## config.mk

```make
export PLATFORM = sky130hd
export DESIGN_NAME = mnrzi_ddr_codec
export DESIGN_NICKNAME = d
export VERILOG_FILES = /design/src/rtl/mnrzi_pkg.sv /design/src/rtl/mnrzi_tx_enc.sv /design/src/rtl/mnrzi_ddr_out.sv /design/src/rtl/mnrzi_ddr_in.sv /design/src/rtl/mnrzi_rx_dec.sv /design/src/rtl/mnrzi_ddr_codec.sv
export SDC_FILE = /design/constraint.sdc
export NUM_CORES = 1
export LEC_CHECK = 0
export BUFFER_PORTS_ARGS = -buffer_cell sky130_fd_sc_hd__clkbuf_2
export CORE_AREA = 4 4 41 43
export CTS_BUF_LIST = sky130_fd_sc_hd__clkbuf_8
export DETAILED_ROUTE_END_ITERATION = 16
export DIE_AREA = 0 0 45 47
export PLACE_DENSITY = 0.54
export SLEW_MARGIN = 20
export SYNTH_ARGS = -nofsm -noshare
export SYNTH_HDL_FRONTEND = slang
export SYNTH_SLANG_ARGS = --single-unit
```

## constraint.sdc

```tcl
create_clock -name clk -period 1.92 [get_ports clk]
set_clock_uncertainty 0.05 [all_clocks]
set_input_delay 0.192 -clock clk [delete_from_list [all_inputs] [get_ports clk]]
set_output_delay 0.192 -clock clk [all_outputs]
set_load 0.005 [all_outputs]
```

## src/rtl/mnrzi_pkg.sv

```systemverilog
package mnrzi_pkg;
  localparam int SLOTS = 2;
  typedef logic [SLOTS-1:0] slot_vec_t;

  function automatic slot_vec_t enc_levels(input logic ref_lvl, input slot_vec_t bits);
    slot_vec_t lv;
    logic cur;
    cur = ref_lvl;
    for (int i = 0; i < SLOTS; i++) begin
      cur   = cur ^ bits[i];
      lv[i] = cur;
    end
    return lv;
  endfunction

  function automatic slot_vec_t dec_bits(input logic ref_lvl, input slot_vec_t lv);
    slot_vec_t b;
    logic prev;
    prev = ref_lvl;
    for (int i = 0; i < SLOTS; i++) begin
      b[i] = lv[i] ^ prev;
      prev = lv[i];
    end
    return b;
  endfunction

  function automatic slot_vec_t missing_drv(input slot_vec_t expect_v, input slot_vec_t seen);
    return expect_v & ~seen;
  endfunction
endpackage

```

## src/rtl/mnrzi_tx_enc.sv

```systemverilog
module mnrzi_tx_enc
  import mnrzi_pkg::*;
(
  input  logic      clk,
  input  logic      rst_n,
  input  slot_vec_t bits,
  output slot_vec_t oe_q,
  output slot_vec_t lvl_q
);
  logic      ref_lvl;
  slot_vec_t next_lvl;

  assign ref_lvl  = lvl_q[SLOTS-1];
  assign next_lvl = enc_levels(ref_lvl, bits);

  always_ff @(posedge clk or negedge rst_n) begin
    if (!rst_n) begin
      oe_q  <= '0;
      lvl_q <= '0;
    end else begin
      oe_q  <= bits;
      lvl_q <= next_lvl;
    end
  end
endmodule

```

## src/rtl/mnrzi_ddr_out.sv

```systemverilog
module mnrzi_ddr_out
  import mnrzi_pkg::*;
(
  input  logic      clk,
  input  slot_vec_t oe_pair,
  input  slot_vec_t lvl_pair,
  output logic      line_oe,
  output logic      line_out
);
  assign line_oe  = clk ? oe_pair[0]  : oe_pair[1];
  assign line_out = clk ? lvl_pair[0] : lvl_pair[1];
endmodule

```

## src/rtl/mnrzi_ddr_in.sv

```systemverilog
module mnrzi_ddr_in
  import mnrzi_pkg::*;
(
  input  logic      clk,
  input  logic      rst_n,
  input  logic      line_in,
  input  logic      drv_seen,
  output slot_vec_t lvl_pair,
  output slot_vec_t seen_pair
);
  logic early_lvl_q, early_seen_q;

  always_ff @(negedge clk or negedge rst_n) begin
    if (!rst_n) begin
      early_lvl_q  <= 1'b0;
      early_seen_q <= 1'b0;
    end else begin
      early_lvl_q  <= line_in;
      early_seen_q <= drv_seen;
    end
  end

  assign lvl_pair  = {line_in, early_lvl_q};
  assign seen_pair = {drv_seen, early_seen_q};
endmodule

```

## src/rtl/mnrzi_rx_dec.sv

```systemverilog
module mnrzi_rx_dec
  import mnrzi_pkg::*;
(
  input  logic      clk,
  input  logic      rst_n,
  input  slot_vec_t lvl_pair,
  input  slot_vec_t seen_pair,
  input  slot_vec_t expect_drv,
  output slot_vec_t bits_q,
  output slot_vec_t undriven_q
);
  logic rx_ref_q;

  always_ff @(posedge clk or negedge rst_n) begin
    if (!rst_n) begin
      rx_ref_q   <= 1'b0;
      bits_q     <= '0;
      undriven_q <= '0;
    end else begin
      rx_ref_q   <= lvl_pair[SLOTS-1];
      bits_q     <= dec_bits(rx_ref_q, lvl_pair);
      undriven_q <= missing_drv(expect_drv, seen_pair);
    end
  end
endmodule

```

## src/rtl/mnrzi_ddr_codec.sv

```systemverilog
module mnrzi_ddr_codec
  import mnrzi_pkg::*;
(
  input  logic       clk,
  input  logic       rst_n,
  input  logic [1:0] tx_bits,
  output logic       line_oe,
  output logic       line_out,
  input  logic       line_in,
  input  logic       line_drv_seen,
  input  logic [1:0] rx_expect_drv,
  output logic [1:0] rx_bits,
  output logic [1:0] rx_undriven
);
  slot_vec_t tx_oe_pair, tx_lvl_pair, cap_lvl_pair, cap_seen_pair;

  mnrzi_tx_enc u_enc (
    .clk(clk), .rst_n(rst_n), .bits(tx_bits),
    .oe_q(tx_oe_pair), .lvl_q(tx_lvl_pair)
  );

  mnrzi_ddr_out u_out (
    .clk(clk), .oe_pair(tx_oe_pair), .lvl_pair(tx_lvl_pair),
    .line_oe(line_oe), .line_out(line_out)
  );

  mnrzi_ddr_in u_in (
    .clk(clk), .rst_n(rst_n), .line_in(line_in), .drv_seen(line_drv_seen),
    .lvl_pair(cap_lvl_pair), .seen_pair(cap_seen_pair)
  );

  mnrzi_rx_dec u_dec (
    .clk(clk), .rst_n(rst_n), .lvl_pair(cap_lvl_pair), .seen_pair(cap_seen_pair),
    .expect_drv(rx_expect_drv), .bits_q(rx_bits), .undriven_q(rx_undriven)
  );
endmodule

```

==> impl_results.md <==
- Clk_lat worst skew: roughly 370 ps
- DIE AREA: between 2000 and 2500 um^2
- Fraction of registers with async set/reset: 100%
- Main flop type after synthesis: dfrtp_1
- Power Dens Cells: 1440 nW/um^2
- Post-synth top cells: 9 x dfrtp_1, 3 x xor2_1, 2 x dfrtn_1, 2 x mux2_1, 2 x nor2b_1
- VDD IR max: slightly below 800 uV
- Share of post-route cells with drive strength above 1: 44.4%
- Via density: 3.93
- CP Data Arrival Time: ~1600 ps
- Routability cong.: ~0.6
- Yosys top cell area share: between 60 and 70%
- Slew HR: around 82%
- Leak Pwr: roughly 0.00030 uW
- Seq/Total Area, Yosys: between 70% and 80%
- Largest net degree at the start of global routing: 12
- CP endpoint kind: primary output
- Post-synth EDFFs: 0
- Final WL: roughly 620 um
- Setup_tns: 0 ps
- Final #Nets: 54
- Synth top area cells: dfrtp_1 63%, dfrtn_1 14%, xor2_1 7.3%
- Hold Fails Final Rpt: 0
- Hold crit path type: primary input to flop
- Final total power: roughly 860 uW
- RSZ-0062 raised after global routing: no
- Vias: 236
- DRT iter0 DRCs: 1
- Most numerous cell in the Yosys netlist: dfrtp_1
- Final setup vio count: 0
- Yosys warns: 0
- Syn_nets: 27
- Per-cell routed wire length: between 10 and 15 um
- Final instance area: 594 um^2
- Area Growth Syn to Fin: 64.9%
- # rows: 13
- Remaining DRCs: 0
- CP required: between 1500 and 2000 ps
- Placement Cell Area: 444 um^2
- CTS clk-pin slew, worst paths: around 50 ps
- Yosys cell types: 6
- Crit path max fanout: 2
- Worst setup SP type: clock port
- Crit Path Class: clock port to primary output
- Number of global-route vias before repair: ~300
- # diodes: 0
- FILL cells: 118
- Synth Instances: 19
- Total grt overflow: 0
- Worst-Margin Slew: approximately 270 ps
- CTS tree: built
- Non-filler cells, final: 60
- Fin. max-slew vios: 0
- Final core occ: around 46%
- Max-Cap Viols: 0
- Core Area: around 1300 um^2
- GR Util All Layers: between 8 and 9%
- Avg Cell Area, Syn: roughly 19 um^2
- DRT antenna net count: 0
- Antenna violations before repair: 0
- First-pass GRT wire length: 1010 um
- Flops & latches, synth: 11
- Pre-antenna DRT Iters: 2
- Area leader, netlist: dfrtp_1
- Dpl cells: 47
- Synthesized area: about 360 um^2
- Starting Density: roughly 28%
- Port Buffers: 13
- IO Pins: 14
- Die Y-Extent: 47 um
- Run status: complete, no violations
- Die W: roughly 45 um
[stage by stage]
| step | hold slack [ps] | setup WS [ps] |
|---|---|---|
| floorplan | -154 | 289 |
| global placement | 17.6 | 270 |
| detailed placement | 27.6 | 258 |
| CTS | 20.3 | 59.7 |
| global route | 21.8 | 28.8 |
| finish | 24.3 | 75.7 |
[layout by cell type (no fill, tap or decap)]
| master | instances |
|---|---|
| clkbuf_8 | 7 |
| nor2b_1 | 2 |
| mux2_1 | 2 |
| dfrtn_1 | 2 |
| dlygate4sd3_1 | 5 |
| clkbuf_2 | 13 |
| xor3_1 | 1 |
| xor2_1 | 3 |
| dfrtp_1 | 9 |
| inv_1 | 1 |
[sequential cells by signal (all words and copies together) (netlist names)]
| signal | flops |
|---|---|
| u_dec.bits_q | 2 |
| u_dec.undriven_q | 2 |
| u_enc.lvl_q | 2 |
| u_enc.oe_q | 2 |
| u_dec.rx_ref_q | 1 |
| u_in.early_lvl_q | 1 |
| u_in.early_seen_q | 1 |
[timing repair]
action	CTS	global route
buffers inserted	0	0
endpoints found under the hold margin	13	0
hold buffers	5	0
gates resized for setup	0	0
[final timing paths]
path | cells past startpoint | slack, ps | endpoint | startpoint
hold / removal | 2 | 20 | u_dec.undriven_q[0]$_DFF_PN0_ | rx_expect_drv[0]
setup reg to reg | 1 | 220 | u_dec.bits_q[1]$_DFF_PN0_ | u_in.early_lvl_q$_DFF_NN0_
max in group asynchronous | 2 | 550 | u_in.early_seen_q$_DFF_NN0_ | rst_n
min in group asynchronous | 2 | 220 | u_dec.bits_q[1]$_DFF_PN0_ | rst_n
setup / recovery | 4 | 80 | line_oe | clk
hold reg to reg | 1 | 390 | u_dec.bits_q[0]$_DFF_PN0_ | u_dec.rx_ref_q$_DFF_PN0_
[layout make-up]
cell class | count | area, um^2 | share of cell area (%)
multi-input cells | 8 | 85.1 | 14.3
clock inverters | 1 | 3.75 | 0.632
repair buffers | 16 | 105 | 17.7
clock buffers | 9 | 106 | 17.9
well taps | 15 | 18.8 | 3.16
flip-flops and latches | 11 | 275 | 46.3
[power by group]
part           internal, uW  total, uW  switching, uW  leakage [uW]
combinational          49.0       68.0           18.9     0.0000995
clock                   364        508            145     0.0000720
sequential              266        282           15.8      0.000131
total                   679        859            179      0.000302
[logic make-up after synthesis]
family / after synthesis / share of synthesized area [%]
and+or+nand+nor: 2 / 3.47
xor gates and xnor gates: 4 / 13.9
muxes: 2 / 6.25
DFF: 11 / 76.4
[critical path, stage by stage]
cell	delay, ps
clkbuf_8	120
clkbuf_8	120
mux2_1	290
clkbuf_2	110
[metal layers]
| layer | vias to the layer above | routed length (um) | track usage [%] |
|---|---|---|---|
| li1 | 111 | - | - |
| met1 | 112 | 227 | 5.95 |
| met2 | 13 | 304 | 9.04 |
| met3 | 0 | 91 | 11.9 |
| met4 | 0 | 0 | 9.36 |
| met5 | - | 0 | 0 |
No activity file was read; power rests on OpenSTA's default activity.
